==> src/rtl/oc_pkg.sv <==
package oc_pkg;
  typedef enum logic [1:0] {
    OC_HOLD   = 2'b00,
    OC_TOGGLE = 2'b01,
    OC_CLEAR  = 2'b10,
    OC_SET    = 2'b11
  } oc_mode_e;

  function automatic logic oc_next_level(oc_mode_e mode, logic cur);
    case (mode)
      OC_TOGGLE: return ~cur;
      OC_CLEAR:  return 1'b0;
      OC_SET:    return 1'b1;
      default:   return cur;
    endcase
  endfunction
endpackage

==> src/rtl/oc_match_detect.sv <==
module oc_match_detect #(
  parameter int CNT_W = 16
) (
  input  logic             cnt_en,
  input  logic [CNT_W-1:0] cnt_val,
  input  logic [CNT_W-1:0] cmp_val,
  output logic             hit
);
  always_comb hit = cnt_en && (cnt_val == cmp_val);
endmodule

==> src/rtl/oc_pin_ctrl.sv <==
module oc_pin_ctrl
  import oc_pkg::*;
(
  input  logic     clk,
  input  logic     rst_n,
  input  logic     hit,
  input  logic     force_stb,
  input  logic     pwm_mode,
  input  oc_mode_e mode,
  output logic     pin
);
  logic force_ok;
  logic apply;

  // A force and a match on the same edge merge into one action.
  always_comb begin
    force_ok = force_stb && !pwm_mode;
    apply    = hit || force_ok;
  end

  always_ff @(posedge clk) begin
    if (!rst_n)     pin <= 1'b0;
    else if (apply) pin <= oc_next_level(mode, pin);
  end
endmodule

==> src/rtl/oc_event_regs.sv <==
module oc_event_regs (
  input  logic clk,
  input  logic rst_n,
  input  logic hit,
  input  logic ctc_top,
  output logic irq,
  output logic clr
);
  // Only a real match reaches these registers; the force path never does.
  always_ff @(posedge clk) begin
    if (!rst_n) begin
      irq <= 1'b0;
      clr <= 1'b0;
    end else begin
      irq <= hit;
      clr <= hit && ctc_top;
    end
  end
endmodule

==> src/rtl/oc_channel.sv <==
module oc_channel
  import oc_pkg::*;
#(
  parameter int CNT_W = 16
) (
  input  logic             clk,
  input  logic             rst_n,
  input  logic             cnt_en,
  input  logic [CNT_W-1:0] cnt_val,
  input  logic [CNT_W-1:0] cmp_val,
  input  logic [1:0]       oc_mode,
  input  logic             pwm_mode,
  input  logic             ctc_top,
  input  logic             force_stb,
  output logic             oc_pin,
  output logic             match_irq,
  output logic             ctc_clear
);
  logic     hit;
  oc_mode_e mode_q;

  always_comb mode_q = oc_mode_e'(oc_mode);

  oc_match_detect #(.CNT_W(CNT_W)) u_match (
    .cnt_en  (cnt_en),
    .cnt_val (cnt_val),
    .cmp_val (cmp_val),
    .hit     (hit)
  );

  oc_pin_ctrl u_pin (
    .clk       (clk),
    .rst_n     (rst_n),
    .hit       (hit),
    .force_stb (force_stb),
    .pwm_mode  (pwm_mode),
    .mode      (mode_q),
    .pin       (oc_pin)
  );

  oc_event_regs u_evt (
    .clk     (clk),
    .rst_n   (rst_n),
    .hit     (hit),
    .ctc_top (ctc_top),
    .irq     (match_irq),
    .clr     (ctc_clear)
  );
endmodule

==> config.mk <==
export PLATFORM = sky130hd
export DESIGN_NAME = oc_channel
export DESIGN_NICKNAME = d
export VERILOG_FILES = /design/src/rtl/oc_pkg.sv /design/src/rtl/oc_match_detect.sv /design/src/rtl/oc_pin_ctrl.sv /design/src/rtl/oc_event_regs.sv /design/src/rtl/oc_channel.sv
export SDC_FILE = /design/constraint.sdc
export NUM_CORES = 1
export LEC_CHECK = 0
export CAP_MARGIN = 20
export CORE_UTILIZATION = 22
export DETAILED_ROUTE_END_ITERATION = 10
export PLACE_DENSITY_LB_ADDON = 0.15
export SKIP_LAST_GASP = 1
export SLEW_MARGIN = 10
export SYNTH_ARGS = -nofsm -noshare
export SYNTH_HDL_FRONTEND = slang
export SYNTH_HIERARCHICAL = 1
export SYNTH_SLANG_ARGS = --single-unit
==> constraint.sdc <==
create_clock -name clk -period 2.01 [get_ports clk]
set_input_delay 0.3015 -clock clk [delete_from_list [all_inputs] [get_ports clk]]
set_output_delay 0.3015 -clock clk [all_outputs]
set_load 0.005 [all_outputs]
==> results.txt, run 1 <==
The data required time of the worst path is 2.17 ns. The die width came out at 38.64 um. The achievable clock frequency came out at 0.5532 GHz.

Setup violations remaining at the end of the flow were counted as 0. The proportion of synthesized chip area in sequential cells is 20.34%. The residual overflow from global routing came out at 0. The maximum level of the CTS H-tree is 1. The peak fanout along the critical path came out at 3.

The source-to-sink clock delay at the later pin of the worst-skew pair is 0.23 ns. The number of detailed-route iterations in the first pass came out at 1. The count of standard-cell rows is 12.

The ratio of final minimum period to clock period came out at 89.93%. The worst register-to-register path has a depth of 3. The leakage power total is 0.2751 nW.

In this run the worst setup path begins at cmp_val[14]. The number of placed instances, taps included, is 91. The buffers plus inverters on the worst setup path is 1.

Setup repair after global routing left no endpoint under its margin. The area of all placed cells without fillers came out at 767.0 um2. The maximum count of clock buffers along a single path came out at 2. The critical path class is in -> reg. The post-cts sizing count is 0. The leading cell type by number of instances after synthesis is sky130_fd_sc_hd__xnor2_1. For this run, the share of the core covered by cells in the final layout is 65.49%.

The cell type group with the largest total delay on the critical path is simple AND/OR/NAND/NOR gates. The fraction of layout instances using a drive strength above 1 came out at 6.173%. The number of nets in the layout is 122. The post-synth design cell area came out at 295.3 um2. After clock tree synthesis, the clock-pin slew on the worst setup and hold paths is 0.04 ns. In the routed design, unresolved DRC markers number 0.

The run finished with clean final reports. Global routing used 12.98% of the available tracks across all layers. The area of the core is 0.001171 mm2. VDD sags by at most 131.6 uV. Pin placement for this block handled 43 I/O pins. The slack of the worst reg-to-reg path came out at 1.04 ns. The reg-to-reg critical path startpoint is u_pin/pin.

The cell sitting at the root of the clock tree is a sky130_fd_sc_hd__clkbuf_4. The signal on the critical path passes through clkdlybuf4s50_1 > xor2_1 > nor4_1 > nand4_1 > nor4_2 > o221ai_1 > a31oi_1. Following the worst setup path forward leads to its endpoint at u_pin/pin.

Ranked by instance count, the synthesized netlist is headed by sky130_fd_sc_hd__xnor2_1 (12), sky130_fd_sc_hd__xor2_1 (4), sky130_fd_sc_hd__dfxtp_1 (3), sky130_fd_sc_hd__nand4_1 (3). The power density over the cells came out at 371.6 mW/mm2. The count of flip-flops with a built-in enable after synthesis came out at 0. The initial utilization of the core area, before any placement, comes to 25.21%. The residual antenna-violating net count after detailed routing came out at 0. The minimum period implied by the final worst setup slack came out at 1.808 ns. TritonCTS built the clock tree. The number of synthesized register bits came out at 3. The top cell type by total area after synthesis is sky130_fd_sc_hd__xnor2_1.

The worst setup margin came out at 0.2024 ns. The gate count after technology mapping came out at 34. Timing analysis after detailed placement gives a worst setup slack of -0.05127 ns. In this run the number of cells on the critical path is 7. The most used flip-flop cell after synthesis is sky130_fd_sc_hd__dfxtp_1. The startpoint kind of the worst setup timing path is an input pin. The largest net degree at the start of global routing is 4. The die span in y is 38.64 um. The total number of clock tree sinks is 3. The total via count after detailed routing came out at 396. The net count after synthesis came out at 74. The via count of the first global-routing pass is 384. Port buffering added 42 buffers. The post-detailed-route wirelength per cell came out at 9.189 um. The post-synthesis async set-or-reset flop share came out at 0%.

The global-route wire length before repair is 1.359 mm. The post-synthesis area per instance came out at 8.685 um2. The aggregate negative setup slack came out at 0 ns. The delay of the slowest cell on the worst path came out at 0.41 ns. The worst clock skew is 0 ns. In this run the post-CTS setup repair buffer count came out at 0.

The half-perimeter wire length after detailed placement is 831.9 um. Headroom to the max-slew limit came out at 80.93%. The worst-path cell with the longest stage delay is sky130_fd_sc_hd__clkdlybuf4s50_1. Routability-driven placement finished with a final weighted congestion of 0.6228. The max capacitance violation total is 0. The final wirelength came out at 873 um. From synthesis to final layout, the design area changed by 159.7%.

The die footprint came out at 0.001493 mm2. Data on the critical path arrives at its endpoint at 1.96 ns. The worst setup path is captured at a flip-flop.

The number of buffers inserted for hold repair after clock tree synthesis is 0. Summing all placed instances gives a cell area of 740.7 um2. Counting the fill cells in the layout gives 110. The number of synthesis warnings came out at 6. The transition at the pin with the smallest max-transition slack came out at 0.2837 ns.

The number of endpoints with negative hold slack in the final report came out at 0. Summed over its instances, the top area cell type makes up 35.59% of the synthesized netlist area. The total inserted antenna cells came out at 0. The number of pins exceeding their max-slew limit in the final report is 0.

The number of antenna violations at the first check in global routing came to 0. The count of unique library cells instantiated by Yosys came out at 14. Sorting the synthesized cells by area gives the leading types as sky130_fd_sc_hd__xnor2_1 (36%), sky130_fd_sc_hd__dfxtp_1 (20%), sky130_fd_sc_hd__xor2_1 (12%).

The number of non-filler instances in the completed layout came out at 95. The worst register-to-register path ends at u_pin/pin. Dividing the detail-routed via count by the number of cells gives 4.168.

The number of violations reported at the end of detailed-routing iteration 0 is 0. The number of buffers added by the clock tree synthesis step is 3. In this run the worst hold path is classified as reg -> reg.
## power breakdown
part           total, mW  switching [mW]  internal, mW
combinational      0.120          0.0291        0.0906
sequential        0.0618        0.000657        0.0611
clock              0.104          0.0293        0.0743
total              0.285          0.0590         0.226
## worst min-delay path by stage
stage	cells after the start	slack, ns	endpoint	startpoint
after floorplan	2	0.41	u_pin/pin	rst_n
after global placement	3	0.57	u_pin/pin	u_pin/pin
after detailed placement	3	0.58	u_pin/pin	u_pin/pin
after CTS	3	0.59	u_pin/pin	u_pin/pin
after global routing	3	0.63	u_pin/pin	u_pin/pin
final	3	0.59	u_pin/pin	u_pin/pin
## layout by cell type (no fill, tap or decap), types with 2 or more instances in the layout
cell	n
sky130_fd_sc_hd__clkbuf_4	3
sky130_fd_sc_hd__clkdlybuf4s50_1	42
sky130_fd_sc_hd__dfxtp_1	3
sky130_fd_sc_hd__inv_1	2
sky130_fd_sc_hd__nand4_1	3
sky130_fd_sc_hd__or3_1	2
sky130_fd_sc_hd__xnor2_1	12
sky130_fd_sc_hd__xor2_1	4
## tightest hold or removal path, stage by stage, from the launching register on
cell and delay [ns]:
sky130_fd_sc_hd__dfxtp_1 0.30, sky130_fd_sc_hd__inv_1 0.07, sky130_fd_sc_hd__or3_1 0.10, sky130_fd_sc_hd__a31oi_1 0.06
## through the flow
stage	hold WS (ns)	power [mW]
6_report	0.5878	0.2850
5_1_grt	0.6253	0.3005
4_1_cts	0.5859	0.2917
3_5_place_dp	0.5796	0.1833
3_3_place_gp	0.5702	0.1825
2_1_floorplan	0.4108	0.09622
## sequential cells by signal, indices dropped and copies added (netlist names)
| signal | count |
|---|---|
| u_evt/clr | 1 |
| u_evt/irq | 1 |
| u_pin/pin | 1 |
## kinds of logic (layout without fill, tap and decap cells)
logic type,Yosys count,count (layout),share of synthesized area (%)
XOR/XNOR,16,16,47.46
AO/OA/AOI/OAI,2,2,5.087
AND/OR/NAND/NOR,11,11,24.58
flip-flops,3,3,20.34
buffers and inverters,2,49,2.543
## cell type report
cell class                 instances  area, um2  share of cell area [%]
clock buffer                       4      26.28                   3.426
inverter                           2      7.507                  0.9788
multi-input combinational         29      227.7                   29.69
sequential                         3      60.06                   7.830
tap                               14      17.52                   2.284
timing repair buffer              43      427.9                   55.79
## layer usage
| metal | routed length (um) | global-route usage [%] | vias up |
|---|---|---|---|
| met4 | 0 | 7.759 | 0 |
| met1 | 326 | 13.75 | 167 |
| li1 | - | - | 211 |
| met5 | 0 | 0 | - |
| met3 | 55 | 0 | 0 |
| met2 | 491 | 25.00 | 18 |
Power figures use the tool's default switching activity.
==> run 2, diff against run 1 <==
ABC_CLOCK_PERIOD_IN_PS = 2009   (was not set)
==> results of run 2 <==
Same layout as run 1: the final DEF is identical, and so are final timing and power.
==> run 3, diff against run 2 <==
CAP_MARGIN = 25   (was 20)
==> results of run 3 <==
Same layout as run 1: the final DEF is identical, and so are final timing and power.
